## src/rtl/wbs_pkg.sv

```systemverilog
package wbs_pkg;

    localparam int unsigned GRP_W = 2;
    localparam int unsigned GAP_W = 3;

    typedef enum logic [2:0] {
        ST_IDLE,
        ST_ADDR,
        ST_DLY,
        ST_BEAT,
        ST_GAP
    } seq_state_e;

    typedef struct packed {
        logic [GRP_W-1:0] group;
        logic [GAP_W-1:0] gap;
    } rhythm_t;

endpackage

```

## src/rtl/wbs_pattern_decode.sv

```systemverilog
module wbs_pattern_decode
    import wbs_pkg::*;
#(
    parameter int unsigned CODE_W = 4
) (
    input  logic [CODE_W-1:0] code_i,
    output rhythm_t           rhythm_o,
    output logic              reserved_o
);

    always_comb begin
        reserved_o = 1'b0;
        rhythm_o   = '{group: GRP_W'(1), gap: GAP_W'(0)};
        case (code_i)
            CODE_W'(0): rhythm_o = '{group: GRP_W'(1), gap: GAP_W'(0)};
            CODE_W'(1): rhythm_o = '{group: GRP_W'(2), gap: GAP_W'(1)};
            CODE_W'(2): rhythm_o = '{group: GRP_W'(2), gap: GAP_W'(2)};
            CODE_W'(3): rhythm_o = '{group: GRP_W'(1), gap: GAP_W'(1)};
            CODE_W'(4): rhythm_o = '{group: GRP_W'(2), gap: GAP_W'(3)};
            CODE_W'(5): rhythm_o = '{group: GRP_W'(2), gap: GAP_W'(4)};
            CODE_W'(6): rhythm_o = '{group: GRP_W'(1), gap: GAP_W'(2)};
            CODE_W'(7): rhythm_o = '{group: GRP_W'(2), gap: GAP_W'(6)};
            CODE_W'(8): rhythm_o = '{group: GRP_W'(1), gap: GAP_W'(3)};
            default:    reserved_o = 1'b1;
        endcase
    end

endmodule

```

## src/rtl/wbs_burst_len.sv

```systemverilog
module wbs_burst_len #(
    parameter int unsigned BLOCK_WORDS = 8,
    parameter int unsigned IDX_W       = 3
) (
    input  logic             block_i,
    input  logic             wide32_i,
    output logic [IDX_W-1:0] last_idx_o
);

    localparam int unsigned BEATS_NARROW = BLOCK_WORDS;
    localparam int unsigned BEATS_WIDE   = (BLOCK_WORDS > 1) ? BLOCK_WORDS / 2 : 1;

    generate
        if (BLOCK_WORDS > 1) begin : g_multi
            always_comb begin
                if (!block_i)      last_idx_o = '0;
                else if (wide32_i) last_idx_o = IDX_W'(BEATS_NARROW - 1);
                else               last_idx_o = IDX_W'(BEATS_WIDE - 1);
            end
        end else begin : g_single
            always_comb last_idx_o = '0;
        end
    endgenerate

endmodule

```

## src/rtl/wr_beat_sequencer.sv

```systemverilog
module wr_beat_sequencer
    import wbs_pkg::*;
#(
    parameter int unsigned CODE_W      = 4,
    parameter int unsigned DLY_W       = 3,
    parameter int unsigned BLOCK_WORDS = 8,
    localparam int unsigned IDX_W      = (BLOCK_WORDS > 1) ? $clog2(BLOCK_WORDS) : 1
) (
    input  logic              clk_i,
    input  logic              rst_ni,
    input  logic              wr_req_i,
    input  logic              block_i,
    input  logic              wide32_i,
    input  logic [CODE_W-1:0] pattern_i,
    input  logic [DLY_W-1:0]  delay_i,
    output logic              addr_valid_o,
    output logic              data_valid_o,
    output logic [IDX_W-1:0]  beat_idx_o,
    output logic              done_o,
    output logic              bad_code_o
);

    localparam int unsigned CNT_W = (DLY_W > GAP_W) ? DLY_W : GAP_W;

    typedef struct packed {
        seq_state_e       st;
        logic [CNT_W-1:0] cnt;
        logic [GRP_W-1:0] grp;
        logic [IDX_W-1:0] beat;
        logic [IDX_W-1:0] last;
        rhythm_t          rh;
        logic [DLY_W-1:0] dly;
        logic             err;
    } seq_regs_t;

    localparam seq_regs_t RESET_REGS = '{
        st:   ST_IDLE,
        cnt:  '0,
        grp:  '0,
        beat: '0,
        last: '0,
        rh:   '0,
        dly:  '0,
        err:  1'b0
    };

    rhythm_t          rh_dec;
    logic             code_bad;
    logic [IDX_W-1:0] last_dec;
    seq_regs_t        r_d, r_q;

    wbs_pattern_decode #(.CODE_W(CODE_W)) u_decode (
        .code_i     (pattern_i),
        .rhythm_o   (rh_dec),
        .reserved_o (code_bad)
    );

    wbs_burst_len #(.BLOCK_WORDS(BLOCK_WORDS), .IDX_W(IDX_W)) u_len (
        .block_i    (block_i),
        .wide32_i   (wide32_i),
        .last_idx_o (last_dec)
    );

    always_comb begin
        r_d     = r_q;
        r_d.err = 1'b0;
        case (r_q.st)
            ST_IDLE: begin
                if (wr_req_i) begin
                    if (code_bad) begin
                        r_d.err = 1'b1;
                    end else begin
                        r_d.st   = ST_ADDR;
                        r_d.rh   = rh_dec;
                        r_d.last = last_dec;
                        r_d.dly  = delay_i;
                        r_d.beat = '0;
                        r_d.grp  = '0;
                    end
                end
            end
            ST_ADDR: begin
                if (r_q.dly == '0) begin
                    r_d.st = ST_BEAT;
                end else begin
                    r_d.st  = ST_DLY;
                    r_d.cnt = CNT_W'(r_q.dly);
                end
            end
            ST_DLY: begin
                if (r_q.cnt == CNT_W'(1)) r_d.st = ST_BEAT;
                else                      r_d.cnt = r_q.cnt - CNT_W'(1);
            end
            ST_BEAT: begin
                if (r_q.beat == r_q.last) begin
                    r_d.st = ST_IDLE;
                end else if (r_q.grp == r_q.rh.group - GRP_W'(1)) begin
                    r_d.grp = '0;
                    if (r_q.rh.gap == '0) begin
                        r_d.beat = r_q.beat + IDX_W'(1);
                    end else begin
                        r_d.st  = ST_GAP;
                        r_d.cnt = CNT_W'(r_q.rh.gap);
                    end
                end else begin
                    r_d.grp  = r_q.grp + GRP_W'(1);
                    r_d.beat = r_q.beat + IDX_W'(1);
                end
            end
            ST_GAP: begin
                if (r_q.cnt == CNT_W'(1)) begin
                    r_d.st   = ST_BEAT;
                    r_d.beat = r_q.beat + IDX_W'(1);
                end else begin
                    r_d.cnt = r_q.cnt - CNT_W'(1);
                end
            end
            default: r_d = RESET_REGS;
        endcase
    end

    always_ff @(posedge clk_i) begin
        if (!rst_ni) r_q <= RESET_REGS;
        else         r_q <= r_d;
    end

    assign addr_valid_o = (r_q.st == ST_ADDR);
    assign data_valid_o = (r_q.st == ST_BEAT);
    assign beat_idx_o   = r_q.beat;
    assign done_o       = (r_q.st == ST_BEAT) && (r_q.beat == r_q.last);
    assign bad_code_o   = r_q.err;

    // Address phase lasts one cycle only
    assert_addr_single_R2: assert property (@(posedge clk_i) disable iff (!rst_ni)
        addr_valid_o |=> !addr_valid_o);

    // Reserved code while idle: strobe and no address
    assert_reserved_refused_R6: assert property (@(posedge clk_i) disable iff (!rst_ni)
        (r_q.st == ST_IDLE && wr_req_i && code_bad) |=> (bad_code_o && !addr_valid_o));

    assert_reserved_quiet_R6: assert property (@(posedge clk_i) disable iff (!rst_ni)
        bad_code_o |-> (!addr_valid_o && !data_valid_o));

    // Back-to-back data beats step the index by one
    assert_beat_step_R7: assert property (@(posedge clk_i) disable iff (!rst_ni)
        (data_valid_o && $past(data_valid_o)) |-> (beat_idx_o == $past(beat_idx_o) + IDX_W'(1)));

    assert_beat_bound_R7: assert property (@(posedge clk_i) disable iff (!rst_ni)
        data_valid_o |-> (beat_idx_o <= r_q.last));

    // Cycle after the final beat is quiet
    assert_done_quiet_R8: assert property (@(posedge clk_i) disable iff (!rst_ni)
        done_o |=> (!data_valid_o && !addr_valid_o));

    // No new address while beats remain
    assert_busy_ignore_R9: assert property (@(posedge clk_i) disable iff (!rst_ni)
        (data_valid_o && !done_o) |=> !addr_valid_o);

endmodule

```

## config.mk

```make
export PLATFORM = sky130hd
export DESIGN_NAME = wr_beat_sequencer
export DESIGN_NICKNAME = d
export VERILOG_FILES = /design/src/rtl/wbs_pkg.sv /design/src/rtl/wbs_pattern_decode.sv /design/src/rtl/wbs_burst_len.sv /design/src/rtl/wr_beat_sequencer.sv
export SDC_FILE = /design/constraint.sdc
export NUM_CORES = 1
export LEC_CHECK = 0
export ABC_AREA = 1
export CAP_MARGIN = 10
export CORE_MARGIN = 1
export CORE_UTILIZATION = 25
export CTS_CLUSTER_SIZE = 12
export DETAILED_ROUTE_END_ITERATION = 12
export SYNTH_ARGS = -nofsm -noshare
export SYNTH_HDL_FRONTEND = slang
export SYNTH_SLANG_ARGS = --single-unit
```

## constraint.sdc

```tcl
create_clock -name clk_i -period 1.6 [get_ports clk_i]
set_input_delay 0.16 -clock clk_i [delete_from_list [all_inputs] [get_ports clk_i]]
set_output_delay 0.16 -clock clk_i [all_outputs]
set_load 0.05 [all_outputs]
```

==> results of run 1 <==
-- synthesized netlist by cell type --
master and n:
a21oi_1 16, a21oi_2 1, buf_2 1, buf_4 4
clkbuf_1 1, clkinv_1 1, dfxtp_1 22, ha_1 3
inv_1 24, inv_2 3, nand2_1 80, nand2_2 2
nand3_1 19, nand3_2 2, nand3b_1 1, nand4_1 4
nor2_1 28, nor2_2 5, nor2_4 1, nor3_1 2
nor4_1 1, o211ai_1 2, o21a_1 1, o21ai_0 6
o22ai_1 1, xnor2_1 2, xor2_1 2
-- layout make-up --
class / count / area [um2]
multi-input combinational: 179 / 872
fill: 606 / 3600
clock buffer: 4 / 55.1
timing repair buffer: 34 / 333
tap: 72 / 90.1
sequential: 22 / 447
inverter: 28 / 109
-- how the worst min path moves through the flow --
stage | end | slack (ns) | cells past startpoint
3_5_place_dp | r_q[6] | 0.46 | 2
2_1_floorplan | r_q[3] | 0.31 | 2
6_report | r_q[2] | 0.47 | 3
5_1_grt | r_q[2] | 0.49 | 3
4_1_cts | r_q[2] | 0.47 | 3
3_3_place_gp | r_q[6] | 0.46 | 2
-- state kept, by name, summed over array words and instances (netlist names) --
signal	cells
bad_code_o	1
r_q	18
beat_idx_o	3
-- worst reg2reg max path: stages (launching register included) --
cell and delay [ns]:
dfxtp_1 0.34, inv_1 0.08, nand2_1 0.09, nor2_2 0.21
inv_2 0.14, nand2_1 0.10, nand2_2 0.10, buf_4 0.17
nand2_1 0.06, a21oi_1 0.06
-- repair_timing --
action / 4_1_cts / 5_1_grt
setup endpoints to repair: 1 / 13
resized for setup: 0 / 6
buffers inserted: 0 / 3
hold buffers: 0 / 0
hold endpoints to repair: 0 / 0
pin swaps: 1 / 1
-- power by group through the flow --
stage | sequential [mW] | combinational, mW | clock, mW
after floorplan | 0.844 | 1.67 | 0
after global placement | 0.873 | 2.21 | 0
after detailed placement | 0.875 | 2.22 | 0
after CTS | 0.861 | 2.22 | 0.417
after global routing | 0.900 | 2.54 | 0.441
final | 0.875 | 2.27 | 0.403
-- metal layers --
layer  GRT usage, %  part of all wire [%]
met1           15.2                    51
met2           18.2                    44
met3           1.65                   3.0
met4           4.53                   1.6
met5              0                     0
-- through the flow --
step | power [mW] | cell area (um2)
final | 3.54 | 1910
after floorplan | 2.51 | 1450
after global placement | 3.08 | 1810
after detailed placement | 3.09 | 1810
after CTS | 3.50 | 1860
after global routing | 3.88 | 1910
-- cells by family (layout without fill, tap and decap cells) --
kind of cell	after synthesis	count (layout)	share of synthesized area, %
xor+xnor	4	4	2.45
compound gates	27	27	10.3
simple gates	145	145	43.7
buf+inv	34	66	10.1
flops	22	22	30.8
fa+ha+maj	3	3	2.63
==> metrics.csv, run 1 <==
metric,value,unit
outcome,finished clean,
intPower,1.80,mW
cts_max_path_buffers,2,
timing.slew.headroom,82.6,%
finalSetupViolations,0,
antennaDiodeCount,0,
r2r_start,r_q[20],
io_pins,19,
nNetsFinal,283,
synth-seq-cells,22,
core,0.00551,mm2
power.switching,1.74,mW
layout.cells.most_common,nand2_1,
critPathTopFamily,simple AND/OR/NAND/NOR gates,
clkPwrFrac,11.4,%
root_buffer,clkbuf_8,
worst_clock_skew,0.00177,ns
finalNonFillerCells,339,
io_buffers,18,
cts_buffers,3,
syn_area_per_cell,6.08,um2
crit_cells,5,
gp_congestion,0.862,
vias,1503,
grt_pass1_wl,5570,um
combPwrFrac,63.9,%
synth.distinct_cells,27,
drive_above_1_share,17.6,%
synth.largest_area_cell,dfxtp_1,
crit_type,reg -> out,
hold_path_class,in -> reg,
grt_max_degree,13,
syn-cell-area,0.00143,mm2
critPathLaunch,r_q[20],
drc_errors,0,
cp-end-kind,output port,
ant_nets,0,
min_period,1.53,ns
insertion_delay,0.26,ns
initial_core_util,25.9,%
netlist_instances,235,
synth_top_area_share,30.8,%
tritoncts,yes,
rrSetupSlack,0.15,ns
wl,3270,um
wl_per_cell,9.66,um
layout_common_cells,"nand2_1, nor2_1, inv_1",
p_leak,0.855,nW
fp.dieArea,0.00602,mm2
critPathLaunchType,flop,
num_rows,27,
overflow,0,
die_h,77.6,um
die_w,77.6,um
regToRegEndpoint,r_q[4],
synth_nets,250,
first_global_vias,1316,
finalCritPeriodShare,95.4,%
htreeDepth,1,
clk_pin_slew,0.08,ns
yosysSeqAreaShare,30.8,%
synth_warnings,0,
required,1.44,ns
cp_data_arrival_time,1.37,ns
utilization,34.6,%
synth_area_leaders,"dfxtp_1, nand2_1, nor2_1, nand3_1, inv_1",
cp_num_buf_inv,2,
slowest_stage,dfxtp_1,
slew_violations,0,
area.growth.synth_to_final,33.4,%
min_from,delay_i[1],
grtUsageTotal,11.4,%
drt_iter0_markers,61,
cp_max_fo,5,
grt_antenna_before_repair,0,
drt-pass1-iter-count,4,
hpwl,2640,um
pre_cts_ws,-0.0412,ns
tightest_slew,0.259,ns
cpPeakStageDelay,0.39,ns
hold_viol,0,
drv_cap,0,
ir_worst_vdd,795,uV
cts.sinks,22,
switching_share,49.1,%
hold_ws,0.472,ns
via_per_inst,4.43,
max_freq,655,MHz
fin_ws,0.0736,ns
tns,0,ns
seqPwrFrac,24.7,%
path_cells,"nand2_1, nor2_4, nand3_4, clkinvlp_4, buf_12",
r2r_cells,9,
cp-endpoint,done_o,
dp_cells,332,
pwr_density_cell,1860,mW/mm2
(Power assumes the default switching activity.)
==> run 2, diff against run 1 <==
Settings changed: CTS_CLUSTER_SIZE 12 to not set.
==> results of run 2 <==
Same layout as run 1: the final DEF is identical, and so are final timing and power.
==> run 3, diff against run 2 <==
Settings changed: CTS_CLUSTER_DIAMETER set to 30.
==> results of run 3 <==
Same layout as run 1: the final DEF is identical, and so are final timing and power.
